===== src/rtl/clamp_pkg.sv =====
package clamp_pkg;
  localparam int CNT_W_DEF  = 8;
  localparam int CODE_W_DEF = 8;
  localparam logic [7:0] DELAY_START = 8'h08;
  localparam logic [7:0] WIDTH_START = 8'h14;

  typedef enum logic [1:0] {
    ST_IDLE = 2'd0,
    ST_WAIT = 2'd1,
    ST_ON   = 2'd2
  } clamp_state_e;
endpackage


===== src/rtl/sync_chain.sv =====
module sync_chain #(
  parameter int STAGES = 2
) (
  input  logic clk,
  input  logic rst,
  input  logic d,
  output logic q
);
  logic [STAGES-1:0] stg;

  genvar i;
  generate
    for (i = 0; i < STAGES; i++) begin : g_stage
      if (i == 0) begin : g_first
        always_ff @(posedge clk) begin
          if (rst) stg[0] <= 1'b0;
          else     stg[0] <= d;
        end
      end else begin : g_next
        always_ff @(posedge clk) begin
          if (rst) stg[i] <= 1'b0;
          else     stg[i] <= stg[i-1];
        end
      end
    end
  endgenerate

  assign q = stg[STAGES-1];
endmodule


===== src/rtl/hs_trail_detect.sv =====
module hs_trail_detect (
  input  logic clk,
  input  logic rst,
  input  logic hs_sync,
  input  logic cfg_hs_pol,
  output logic trail
);
  logic hs_prev;

  always_ff @(posedge clk) begin
    if (rst) hs_prev <= 1'b0;
    else     hs_prev <= hs_sync;
  end

  // Trailing edge is the opposite of the active edge.
  always_comb begin
    if (cfg_hs_pol) trail = hs_prev & ~hs_sync;
    else            trail = ~hs_prev & hs_sync;
  end

  a_r2_trail_single: assert property (@(posedge clk) disable iff (rst)
    trail |=> !trail);
endmodule


===== src/rtl/clamp_timer.sv =====
module clamp_timer
  import clamp_pkg::*;
#(
  parameter int CNT_W = CNT_W_DEF
) (
  input  logic             clk,
  input  logic             rst,
  input  logic             trail,
  input  logic [CNT_W-1:0] cfg_delay,
  input  logic [CNT_W-1:0] cfg_width,
  output logic             on
);
  localparam logic [CNT_W-1:0] ZERO = '0;
  localparam logic [CNT_W-1:0] ONE  = {{(CNT_W-1){1'b0}}, 1'b1};

  clamp_state_e     state;
  logic [CNT_W-1:0] cnt;

  always_ff @(posedge clk) begin
    if (rst) begin
      state <= ST_IDLE;
      cnt   <= ZERO;
    end else if (trail) begin
      if (cfg_width == ZERO) begin
        state <= ST_IDLE;
        cnt   <= ZERO;
      end else if (cfg_delay == ZERO) begin
        state <= ST_ON;
        cnt   <= cfg_width - ONE;
      end else begin
        state <= ST_WAIT;
        cnt   <= cfg_delay - ONE;
      end
    end else begin
      case (state)
        ST_WAIT: begin
          if (cnt != ZERO)            cnt <= cnt - ONE;
          else if (cfg_width == ZERO) state <= ST_IDLE;
          else begin
            state <= ST_ON;
            cnt   <= cfg_width - ONE;
          end
        end
        ST_ON: begin
          if (cnt == ZERO) state <= ST_IDLE;
          else             cnt   <= cnt - ONE;
        end
        default: begin
          state <= ST_IDLE;
          cnt   <= ZERO;
        end
      endcase
    end
  end

  assign on = (state == ST_ON);

  a_r5_zero_width: assert property (@(posedge clk) disable iff (rst)
    (trail && cfg_width == ZERO) |=> !on);

  a_r6_restart_load: assert property (@(posedge clk) disable iff (rst)
    (trail && cfg_width != ZERO) |=> (on == $past(cfg_delay == ZERO)));
endmodule


===== src/rtl/clamp_strobe_gen.sv =====
module clamp_strobe_gen
  import clamp_pkg::*;
#(
  parameter int CNT_W       = CNT_W_DEF,
  parameter int CODE_W      = CODE_W_DEF,
  parameter int SYNC_STAGES = 2
) (
  input  logic              clk,
  input  logic              rst,
  input  logic              hsync_in,
  input  logic              ext_clamp_in,
  input  logic              cfg_hs_pol,
  input  logic              cfg_ext_en,
  input  logic              cfg_ext_pol,
  input  logic [CNT_W-1:0]  cfg_delay,
  input  logic [CNT_W-1:0]  cfg_width,
  input  logic              cfg_red_mid,
  input  logic              cfg_blue_mid,
  output logic              clamp_out,
  output logic [CODE_W-1:0] red_target,
  output logic [CODE_W-1:0] green_target,
  output logic [CODE_W-1:0] blue_target
);
  localparam logic [CODE_W-1:0] CODE_BOT = '0;
  localparam logic [CODE_W-1:0] CODE_MID = {1'b1, {(CODE_W-1){1'b0}}};

  logic hs_s, ext_s, trail, tmr_on;

  sync_chain #(.STAGES(SYNC_STAGES)) u_hs_sync (
    .clk(clk), .rst(rst), .d(hsync_in), .q(hs_s));

  sync_chain #(.STAGES(SYNC_STAGES)) u_ext_sync (
    .clk(clk), .rst(rst), .d(ext_clamp_in), .q(ext_s));

  hs_trail_detect u_trail (
    .clk(clk), .rst(rst), .hs_sync(hs_s), .cfg_hs_pol(cfg_hs_pol),
    .trail(trail));

  clamp_timer #(.CNT_W(CNT_W)) u_timer (
    .clk(clk), .rst(rst), .trail(trail), .cfg_delay(cfg_delay),
    .cfg_width(cfg_width), .on(tmr_on));

  always_ff @(posedge clk) begin
    if (rst) begin
      clamp_out    <= 1'b0;
      red_target   <= CODE_BOT;
      green_target <= CODE_BOT;
      blue_target  <= CODE_BOT;
    end else begin
      clamp_out    <= cfg_ext_en ? (ext_s == cfg_ext_pol) : tmr_on;
      red_target   <= cfg_red_mid  ? CODE_MID : CODE_BOT;
      green_target <= CODE_BOT;
      blue_target  <= cfg_blue_mid ? CODE_MID : CODE_BOT;
    end
  end

  a_r9_internal_idle: assert property (@(posedge clk) disable iff (rst)
    (!cfg_ext_en && !tmr_on) |=> !clamp_out);

  a_r10_red_code: assert property (@(posedge clk) disable iff (rst)
    (red_target == CODE_BOT) || (red_target == CODE_MID));

  a_r10_blue_code: assert property (@(posedge clk) disable iff (rst)
    (blue_target == CODE_BOT) || (blue_target == CODE_MID));
endmodule


===== config.mk =====
export PLATFORM = sky130hd
export DESIGN_NAME = clamp_strobe_gen
export DESIGN_NICKNAME = d
export VERILOG_FILES = /design/src/rtl/clamp_pkg.sv /design/src/rtl/sync_chain.sv /design/src/rtl/hs_trail_detect.sv /design/src/rtl/clamp_timer.sv /design/src/rtl/clamp_strobe_gen.sv
export SDC_FILE = /design/constraint.sdc
export NUM_CORES = 1
export LEC_CHECK = 0
export BUFFER_PORTS_ARGS = -buffer_cell sky130_fd_sc_hd__buf_2
export CORE_MARGIN = 5
export CORE_UTILIZATION = 45
export DETAILED_ROUTE_END_ITERATION = 10
export GPL_ROUTABILITY_DRIVEN = 0
export GPL_TIMING_DRIVEN = 0
export PLACE_DENSITY = 0.8
export SETUP_SLACK_MARGIN = 0.02
export SLEW_MARGIN = 20
export SYNTH_ARGS = -nofsm -noshare
export SYNTH_HDL_FRONTEND = slang
export SYNTH_SLANG_ARGS = --single-unit

===== constraint.sdc =====
create_clock -name clk -period 1.6 [get_ports clk]
set_input_delay 0.24 -clock clk [delete_from_list [all_inputs] [get_ports clk]]
set_output_delay 0.24 -clock clk [all_outputs]
set_load 0.005 [all_outputs]

# Word level (Yosys, flattened, before mapping)

Cells that the tools add are included.

Register bits: 32
Output and inout bits: 25
Input bits: 25
Logic and storage cells: 48

Bitwise logic cells: 4
Reductions and logical operators: 6
Equality and inequality tests: 7
Mux-type cells: 18
Add/sub/neg operators: 3

Operator list:

| kind                | count |
|---|---|
| $mux 8              | 8 |
| $logic_not 8->1     | 3 |
| $sub 8x1->8 const B | 3 |
| $pmux 8 s2          | 1 |
| $mux 2              | 6 |
| $reduce_bool 8->1   | 1 |
| $ne 3x3->1 const B  | 2 |
| $ne 4x3->1 const B  | 1 |
| $pmux 2 s2          | 1 |
| $reduce_and 2->1    | 2 |
| $ne 3x2->1 const B  | 1 |
| $and 1x1->1         | 2 |
| $eq 2x1->1 const B  | 1 |
| $eq 2x2->1 const B  | 1 |
| $mux 1              | 2 |
| $not 1->1           | 2 |
| $eq 1x1->1          | 1 |

# Logic depth before layout (Yosys ltp)

Gate-level depths: netlist of run 1.

Depth after elaboration: 5
Gate-level depth with buffers: 7
Mapped depth without buffers: 7

# Cells and area by module

Synthesis of run 1 repeated with hierarchy kept, for this count alone.

Cells, all modules: 170
Area, all modules: 1377.6 um^2

Modules (own cells, without submodules):

| module           | seq. area each (um^2) | instances | cells each | area an instance (um^2) |
|---|---|---|---|---|
| clamp_timer      | 200.2                 | 1         | 125        | 954.7 |
| clamp_strobe_gen | 60.1                  | 1         | 32         | 269.0 |
| sync_chain       | 40.0                  | 2         | 4          | 52.6 |
| hs_trail_detect  | 20.0                  | 1         | 5          | 48.8 |

# Least setup slack after synthesis of run 1

No wires, ideal clock.

Kind: in2reg
Start: in cfg_width[0]
End: reg u_timer.cnt[0]
Arrival time: 1575 ps
Setup slack: -109 ps
Library setup time: 134 ps
Buffers on the path: 0
Data required time: 1466 ps
Cell stages on the path: 7
Path through: inv_1 > ha_1 > nor4b_2 > a21oi_1 > or4b_4 > nor2_1 > a211oi_2

Word-level cells in the longest chain between the ends: 5

Ends and longest elaborated chain:

| item                 | RTL line                             | text |
|---|---|---|
| start, declared      | clamp_strobe_gen.sv:16               | `input logic [CNT_W-1:0] cfg_width,` |
| $sub 8x1->8          | clamp_timer.sv:29, clamp_timer.sv:41 |  |
| $mux 8               | clamp_timer.sv:38                    | `else if (cfg_width == ZERO) state <= ST_IDLE;` |
| $mux 8               | clamp_timer.sv:37                    | `if (cnt != ZERO) cnt <= cnt - ONE;` |
| $pmux 8 s2           | clamp_timer.sv:35                    | `case (state)` |
| $mux 8               | clamp_timer.sv:23                    | `end else if (trail) begin` |
| end signal, assigned | clamp_timer.sv:29                    | `cnt <= cfg_width - ONE;` |
| end signal, assigned | clamp_timer.sv:37                    |  |
| end signal, assigned | clamp_timer.sv:41                    | `cnt <= cfg_width - ONE;` |
| end, declared        | clamp_timer.sv:17                    | `logic [CNT_W-1:0] cnt;` |

Several ways; a longest one is shown, not always the timed one. The select of a mux whose other input is x is not followed.
A chain may end at the register's enable or synchronous reset.

# Worst setup path in the final report of run 1

Start: reg u_timer.cnt[6]
End: reg u_timer.cnt[5]

Word-level cells in the longest chain between the ends: 4

Ends and longest elaborated chain:

| item                   | RTL line          | text |
|---|---|---|
| start signal, assigned | clamp_timer.sv:29 |  |
| start signal, assigned | clamp_timer.sv:32 | `cnt <= cfg_delay - ONE;` |
| start signal, assigned | clamp_timer.sv:37 |  |
| $reduce_bool 8->1      | clamp_timer.sv:37 |  |
| $mux 8                 | clamp_timer.sv:37 |  |
| $pmux 8 s2             | clamp_timer.sv:35 |  |
| $mux 8                 | clamp_timer.sv:23 |  |

Several ways; a longest one is shown, not always the timed one.

==> flow_summary.json, run 1 <==
{
  "synth_top_area_share_pct": 25.1,
  "setup_violations": 8,
  "h-tree-depth": 1,
  "clock.fmax_mhz": 555,
  "grt_pass1_vias": 1216,
  "outcome": "finished with violations",
  "r2r-end": "u_timer.cnt[5]",
  "grt_use_met2_pct": 27.0,
  "io_buffers": 27,
  "r2r_setup_slack_ns": -0.20,
  "ys_ff_latch": 18,
  "synth_cells": 171,
  "fin_crit_sh_pct": 113,
  "finalSetupTns_ns": -1.45,
  "rsz0062_at_grt": "yes",
  "ys_types": 40,
  "path_clk_slew_ns": 0.10,
  "cts_max_path_buffers": 2,
  "slowest_stage": "or4b_4",
  "hp-class": "in -> reg",
  "grt_max_degree": 11,
  "diodes": 0,
  "slowest_delay_ns": 0.53,
  "vias_per_cell": 4.85,
  "synth_flop_cell": "dfxtp_1",
  "final_nets": 260,
  "gr-usage-met3_pct": 3.20,
  "antenna_left": 0,
  "ys_seq_area_share_pct": 25.1,
  "synth_warnings": 0,
  "synth_area_leaders": "dfxtp_1 25%, buf_4 11%, ha_1 6.1%",
  "ctsHoldBuffers": 0,
  "violations": "setup timing",
  "grt-busiest-layer": "met2",
  "final_layout_size_suffix_gt1_share_pct": 39.2,
  "wl_per_cell_um": 11.4,
  "crit_chain": "nor4_4 > and3_4 > or4b_4 > nand2b_4 > nor2_1",
  "hold_viol_final": 0,
  "critPathArrivalTime_ns": 1.99,
  "clock_skew_ns": 0.00255,
  "critPathLaunchType": "flip-flop",
  "die_w_um": 66.5,
  "grt_pass1_wl_um": 5180,
  "die_area_um2": 4420,
  "crit_type": "reg -> reg",
  "hold_start": "cfg_red_mid",
  "antenna_found_initial": 0,
  "synth_top_cell_by_area": "dfxtp_1",
  "dp_cells": 263,
  "whs_ns": 0.147,
  "fin_ws_ns": -0.202,
  "p_leak_nw": 0.858,
  "rows": 20,
  "fin_cells": 271,
  "synth-async-reset-ratio_pct": 0,
  "crit_fanout": 6,
  "holdPathStages": 2,
  "cap_viol_max_count": 0,
  "whs_endpoint": "red_target[7]",
  "worstReg2RegStart": "u_timer.cnt[6]",
  "syn_area_per_cell_um2": 8.41,
  "wl_um": 3080,
  "ff2ff_path_depth": 5,
  "period_needed_ns": 1.80,
  "detail_route.iter0.violations": 39,
  "grt-ovfl-total": 0,
  "start_util_pct": 47.1,
  "root_buffer": "clkbuf_4",
  "grt_use_met1_pct": 17.6,
  "cts_tree": "yes",
  "insertion_delay_ns": 0.29,
  "end_kind": "flip-flop",
  "synth-edff-count": 0,
  "nFillCells": 300,
  "io_pins": 50,
  "p_per_area_nw_per_um2": 543,
  "routed-via-count": 1313,
  "die_h_um": 66.5,
  "dr.pass1.iters": 5,
  "place_hpwl_um": 2540,
  "cts_buffers": 3,
  "worstPathRequired_ns": 1.79,
  "cts.sinks": 18,
  "report.final.slew_viol_count": 0,
  "area_growth_syn_to_layout_pct": 29.1,
  "peakVddDrop_v": 0.000671,
  "core-area_um2": 3050,
  "synth_area_um2": 1440,
  "grt_usage_pct": 14.7,
  "drc": 0
}
==> sequential cells by signal, indices dropped and copies added (netlist names) <==
name and flops:
blue_target 1, clamp_out 1, red_target 1, u_ext_sync.q 1, u_ext_sync.stg 1, u_hs_sync.q 1, u_hs_sync.stg 1, u_timer.cnt 8
u_timer.state 2, u_trail.hs_prev 1
==> layout by cell type, fill, tap and decap left out, drive strengths merged, types with 6 or more instances in the layout <==
cell	n
dfxtp	18
inv	12
buf	54
ha	7
nor2b	7
nand2	9
nor3b	6
nor3	8
nor2	13
xor2	9
xnor2	9
conb	22
a21oi	8
==> where the power goes <==
group          switching, mW  internal (mW)
registers            0.00753          0.461
clock network          0.138          0.139
logic                  0.127          0.135
total                  0.273          0.735
==> repair_timing <==
action,4_1_cts,5_1_grt
endpoints found under the setup margin,10,10
buffers inserted,3,1
pin swaps,5,1
resized for setup,8,4
cloned,0,0
==> worst max-delay path by stage <==
stage	slack [ns]	start	endpoint
5_1_grt	-0.27	u_timer.cnt[4]	u_timer.cnt[5]
3_3_place_gp	-0.34	cfg_width[0]	u_timer.cnt[5]
2_1_floorplan	-0.06	u_timer.cnt[6]	u_timer.cnt[0]
6_report	-0.20	u_timer.cnt[6]	u_timer.cnt[5]
4_1_cts	-0.18	u_timer.cnt[4]	u_timer.cnt[5]
3_5_place_dp	-0.35	cfg_width[0]	u_timer.cnt[2]
==> layout make-up <==
class / count / area, um2 / share of cell area, %
Sequential cell: 18 / 370 / 20.0
Inverter: 12 / 45.0 / 2.43
Timing Repair Buffer: 31 / 165 / 8.90
Buffer: 23 / 169 / 9.10
Clock buffer: 4 / 36.3 / 1.96
Tap cell: 44 / 55.1 / 2.97
Multi-Input combinational cell: 139 / 1010 / 54.7
==> per-layer routing <==
layer  up-vias  share of wire, %
li1        663                 -
met1       602                42
met2        46                51
met3         2               6.5
met4         0              0.52
met5         -                 0
==> worst max-delay path, delay by kind of cell (launching register included) <==
kind | cells | cell delay [ns]
simple gates | 5 | 1.35
flops | 1 | 0.35
==> through the flow <==
step           power (mW)  utilization, %  instance area [um2]  worst slack [ns]
2_1_floorplan       0.650               -                 1570           -0.0647
3_3_place_gp        0.724            57.5                 1760            -0.344
3_5_place_dp        0.728            57.5                 1760            -0.355
4_1_cts              1.01            60.2                 1840            -0.185
5_1_grt              1.07            60.8                 1860            -0.266
6_report             1.01            60.8                 1860            -0.202
==> Yosys cell counts, drive strengths merged (2+ instances only) <==
cell type	count
xor2	9
nor3	8
dfxtp	18
nor2	13
o211ai	2
nor2b	7
mux2i	3
ha	7
a211oi	2
a22oi	3
xnor2	9
o21ai	2
and3	4
a21oi	8
nand2b	2
nand2	9
nor3b	6
nand3	4
a211o	2
buf	23
a222oi	4
inv	12
nor4	2
==> cells by family after synthesis <==
group	share of synthesized area [%]
adders and majority gates	6.09
DFF	25.1
and+or+nand+nor	25.4
xor gates and xnor gates	11.0
muxes	2.09
AOI/OAI and AO/OA	15.2
buffers and inverters	14.9
other	0.261
Power figures use the tool's default switching activity.
==> run 2, diff against run 1 <==
- clock period: 1.6 -> 1.5 ns (I/O delays scaled with it)
==> flow_summary.json, run 2 (same netlist as run 1, synthesis figures left out) <==
{
  "die_h_um": 66.5,
  "drc": 0,
  "final_cell_mix": "27 x buf_4, 27 x buf_2, 22 x conb_1, 12 x dfxtp_1, 11 x nor2_1",
  "violations": "setup timing",
  "fin_ws_ns": -0.300,
  "grt-ovfl-total": 0,
  "largest_register": "u_timer.cnt",
  "fin_crit_sh_pct": 120,
  "fin_cells": 272,
  "routed-via-count": 1322,
  "final_layout_size_suffix_gt1_share_pct": 41.2,
  "core-area_um2": 3050,
  "crit_type": "reg -> reg",
  "seqPwrFrac_pct": 46.0,
  "h-tree-depth": 1,
  "clock_skew_ns": 0.000946,
  "vias_per_cell": 4.86,
  "detail_route.iter0.violations": 37,
  "grt_max_degree": 11,
  "end_kind": "flip-flop",
  "diodes": 0,
  "die_w_um": 66.5,
  "path_clk_slew_ns": 0.10,
  "power_frac_comb_pct": 27.0,
  "antenna_left": 0,
  "antenna_found_initial": 0,
  "peakVddDrop_v": 0.000718,
  "cts_tree": "yes",
  "place_hpwl_um": 2540,
  "crit_fanout": 6,
  "start_util_pct": 47.1,
  "intPower_uw": 791,
  "critPathLaunchType": "flip-flop",
  "rsz0062_at_grt": "yes",
  "dp_cells": 263,
  "die_area_um2": 4420,
  "power.total_mw": 1.09,
  "io_pins": 50,
  "grt_usage_pct": 14.7,
  "wl_um": 3210,
  "clock.fmax_mhz": 556,
  "wl_per_cell_um": 11.8,
  "grt_pass1_wl_um": 5180,
  "cts_buffers": 3,
  "worst_pin_slew_ns": 0.597,
  "io_buffers": 27,
  "outcome": "finished with violations",
  "switchingPower_uw": 298,
  "hold_viol_final": 0,
  "p_leak_nw": 0.865,
  "critPathArrivalTime_ns": 1.98,
  "hp-class": "in -> reg",
  "top_regs": "u_timer.cnt (8), u_timer.state (2)",
  "final_area_um2": 1900,
  "area_growth_syn_to_layout_pct": 32.3,
  "p_sw_share_pct": 27.4,
  "largest_reg_flops": 8,
  "grt_pass1_vias": 1216,
  "root_buffer": "clkbuf_4",
  "nFillCells": 286,
  "p_per_area_nw_per_um2": 572,
  "rows": 20,
  "worstPathRequired_ns": 1.68,
  "insertion_delay_ns": 0.29,
  "final_nets": 261,
  "setup_violations": 9,
  "cts_max_path_buffers": 2,
  "max_slew_margin_pct": 59.9,
  "place_area_um2": 1760,
  "p_clk_share_pct": 27.0,
  "cts.sinks": 18,
  "report.final.slew_viol_count": 0,
  "finalSetupTns_ns": -2.29,
  "dr.pass1.iters": 4,
  "cap_viol_max_count": 0,
  "whs_ns": 0.132,
  "period_needed_ns": 1.80
}
## run 2: timing repair
action	CTS	global route
pin swaps	5	3
setup endpoints to repair	10	10
buffers inserted	3	2
hold buffers	0	0
gates resized for setup	8	11
## run 2: critical path, stage by stage (launching register included)
cell and delay [ns]:
dfxtp_2 0.35, nor4_4 0.34, and3_4 0.26, or4b_4 0.53, nand2b_4 0.16, nor2_1 0.06
## run 2: through the flow
stage	setup WS, ns	utilization, %
floorplan	-0.165	-
global placement	-0.429	57.5
detailed placement	-0.440	57.5
CTS	-0.285	60.2
global route	-0.375	62.3
finish	-0.300	62.3
## run 2: final cells by class
cell class              instances  area [um2]  share of cell area [%]
flip-flops and latches         18         370                    19.5
repair buffers                 32         173                    9.08
plain buffers                  23         169                    8.88
inverters                      12        45.0                    2.37
clock buffers                   4        36.3                    1.91
well taps                      44        55.1                    2.89
multi-input cells             139        1050                    55.4
## run 2: path summary, 6_finish.rpt
check / startpoint / endpoint / slack [ns] / depth (start not counted)
worst max register to register: u_timer.cnt[6] / u_timer.cnt[5] / -0.30 / 5
worst min-delay path: cfg_red_mid / red_target[7] / 0.13 / 2
worst min register to register: u_hs_sync.stg[0] / u_hs_sync.q / 0.45 / 1
worst max-delay path: u_timer.cnt[6] / u_timer.cnt[5] / -0.30 / 5
## run 2: per-layer routing
layer	part of all wire, %	global-route usage (%)	routed length, um	vias to the layer above
met4	0.53	2.28	17	0
met3	7.5	3.20	239	2
met5	0	0	0	-
met2	51	27.0	1640	50
li1	-	-	-	664
met1	41	17.6	1310	606
## run 2: power groups by stage
stage               clock network, mW  registers, mW  logic [mW]
global route                    0.329          0.503       0.323
CTS                             0.302          0.500       0.275
finish                          0.294          0.500       0.294
detailed placement                  0          0.512       0.264
global placement                    0          0.511       0.261
floorplan                           0          0.511       0.182
==> run 3, diff against run 2 <==
- ABC_AREA: default -> 1
- CORE_UTILIZATION: 45 -> 47
- PLACE_DENSITY: 0.8 -> 0.81
==> flow_summary.json, run 3 <==
{
  "outcome": "finished with violations",
  "violations": "setup timing",
  "final_cell_mix": "49 x nand2_1, 38 x nor2_1, 30 x buf_4, 29 x inv_1, 28 x nand3_1",
  "syn_area_per_cell_um2": 6.28,
  "slowest_delay_ns": 0.35,
  "antenna_left": 0,
  "clock_skew_ns": 0.00400,
  "routed-via-count": 1763,
  "synth-edff-count": 0,
  "area_growth_syn_to_layout_pct": 28.9,
  "ff2ff_path_depth": 10,
  "synth_warnings": 0,
  "hold_viol_final": 0,
  "h-tree-depth": 1,
  "critPathBufInv": 1,
  "cts.sinks": 18,
  "diodes": 0,
  "slowest_stage": "dfxtp_2",
  "period_needed_ns": 1.52,
  "die_area_um2": 4880,
  "fin_ws_ns": -0.0193,
  "ys_types": 26,
  "worstPathRequired_ns": 1.73,
  "largest_register": "u_timer.cnt",
  "cts_max_path_buffers": 2,
  "peakVddDrop_v": 0.000315,
  "wl_met3_um": 193,
  "routed.top_layer": "met4",
  "wl_met1_um": 1750,
  "rsz0062_at_grt": "yes",
  "critPathArrivalTime_ns": 1.75,
  "final_core_util_pct": 63.6,
  "holdPathStages": 3,
  "synth_area_um2": 1680,
  "setup_violations": 3,
  "clock.fmax_mhz": 658,
  "p_leak_nw": 1.13,
  "antenna_found_initial": 0,
  "place_area_um2": 1950,
  "die_h_um": 69.9,
  "cap_viol_max_count": 0,
  "crit_chain": "inv_4 > ha_4 > nand2_4 > nor2_4 > nand2_4 > nor2_4 > nand2_4 > a21oi_2 > nor2_1 > nor2_1",
  "path_clk_slew_ns": 0.10,
  "synthTopCellsByCount": "54 x nand2_1, 38 x nor2_1, 34 x inv_1",
  "io_buffers": 26,
  "drc": 0,
  "dr.pass1.iters": 4,
  "whs_endpoint": "blue_target[7]",
  "io_pins": 50,
  "hold_start": "cfg_blue_mid",
  "insertion_delay_ns": 0.29,
  "vias_per_cell": 4.70,
  "synth_top_cell_by_area": "dfxtp_1",
  "grt_pass1_vias": 1515,
  "worstReg2RegStart": "u_timer.cnt[0]",
  "grt_max_degree": 11,
  "critPathLaunchType": "flip-flop",
  "grt-ovfl-total": 0,
  "cts_tree": "yes",
  "crit_fanout": 5,
  "end_kind": "flip-flop",
  "grt_usage_pct": 14.8,
  "power.total_mw": 1.14,
  "crit_type": "reg -> reg",
  "synth_area_leaders": "dfxtp_1 21%, nand2_1 12%, buf_4 9.8%",
  "root_buffer": "clkbuf_4",
  "synth_cells": 268,
  "wl_um": 4240,
  "synth.most_common_cell": "nand2_1",
  "core-area_um2": 3420,
  "ys_ff_latch": 18,
  "synth_flop_cell": "dfxtp_1",
  "final_area_um2": 2170,
  "cpMostUsedCell": "nand2_4",
  "r2r-end": "u_timer.cnt[3]",
  "finalSetupTns_ns": -0.0276,
  "fin_crit_sh_pct": 101,
  "r2r_setup_slack_ns": -0.02,
  "wl_met2_um": 2240,
  "die_w_um": 69.9,
  "cts_buffers": 3,
  "start_util_pct": 49.3,
  "report.final.slew_viol_count": 0,
  "rows": 21,
  "final_layout_size_suffix_gt1_share_pct": 34.7,
  "place_hpwl_um": 3070,
  "final_nets": 362,
  "final_common_cell": "nand2_1",
  "synth-async-reset-ratio_pct": 0,
  "detail_route.iter0.violations": 71,
  "synth_top_area_share_pct": 21.4,
  "grt_pass1_wl_um": 6130,
  "wl_per_cell_um": 11.3,
  "p_per_area_nw_per_um2": 524,
  "hp-class": "in -> reg",
  "crit_family": "simple AND/OR/NAND/NOR gates",
  "ys_seq_area_share_pct": 21.4,
  "largest_reg_flops": 8,
  "top_regs": "u_timer.cnt (8), u_timer.state (2)"
}
-- run 3: cell types whose count changed after synthesis, moves of 6 or more --
| cell | change |
|---|---|
| nor2_1 | +25 |
| inv_1 | +22 |
| nand2_1 | +45 |
| nor2_4 | +7 |
| o21ai_0 | +8 |
| nor2b_1 | -7 |
| inv_2 | +6 |
| nand3_1 | +27 |
| nor3_1 | -8 |
| nor3b_1 | -6 |
-- run 3: through the flow --
stage / instances / hold slack [ns] / worst slack (ns)
after floorplan: 289 / 0.332 / 0.107
after global placement: 361 / 0.391 / -0.0799
after detailed placement: 361 / 0.396 / -0.0843
after CTS: 365 / 0.120 / 0.0239
after global routing: 375 / 0.112 / -0.0851
final: 375 / 0.127 / -0.0193
-- run 3: layout make-up --
class                   instances  area [um2]
clock buffers                   4        36.3
fillers                       321        1240
inverters                      40         153
multi-input cells             208        1180
well taps                      46        57.6
flip-flops and latches         18         365
repair buffers                 35         201
plain buffers                  24         180
-- run 3: worst register-to-register path, cell delays in order (launching register included) --
cell and delay [ns]:
dfxtp_2 0.35, inv_4 0.08, ha_4 0.14, nand2_4 0.05
nor2_4 0.13, nand2_4 0.10, nor2_4 0.21, nand2_4 0.10
a21oi_2 0.14, nor2_1 0.07, nor2_1 0.10
-- run 3: repair_timing --
action	4_1_cts	5_1_grt
gates resized for setup	3	34
endpoints found under the hold margin	0	0
pin swaps	1	13
hold buffers	0	0
setup buffers	0	8
gates cloned	0	2
endpoints found under the setup margin	6	8
-- run 3: cell families after synthesis --
group / after synthesis / share of synthesized area [%]
other cells: 1 / 0.223
buf+inv: 64 / 19.6
xor+xnor: 9 / 4.68
fa+ha+maj: 7 / 5.20
simple gates: 144 / 40.7
flops: 18 / 21.4
compound gates: 25 / 8.17
-- run 3: worst max-delay path by stage --
stage / startpoint / endpoint / slack, ns / depth (start not counted)
2_1_floorplan: u_timer.cnt[0] / u_timer.cnt[0] / 0.11 / 10
3_3_place_gp: cfg_width[0] / u_timer.cnt[2] / -0.08 / 9
3_5_place_dp: cfg_width[0] / u_timer.cnt[2] / -0.08 / 9
4_1_cts: u_timer.cnt[1] / u_timer.cnt[1] / 0.02 / 10
5_1_grt: u_timer.cnt[0] / u_timer.cnt[3] / -0.09 / 10
6_report: u_timer.cnt[0] / u_timer.cnt[3] / -0.02 / 10
-- run 3: per-layer routing --
metal | global-route usage [%] | vias to the layer above
li1 | - | 919
met1 | 17.5 | 790
met2 | 27.0 | 47
met3 | 2.44 | 7
met4 | 4.47 | 0
met5 | 0 | -
-- run 3: where the power goes --
group	internal [mW]	switching (mW)	total [mW]
Combinational	0.146	0.195	0.341
Sequential	0.494	0.00814	0.502
Clock	0.148	0.148	0.296
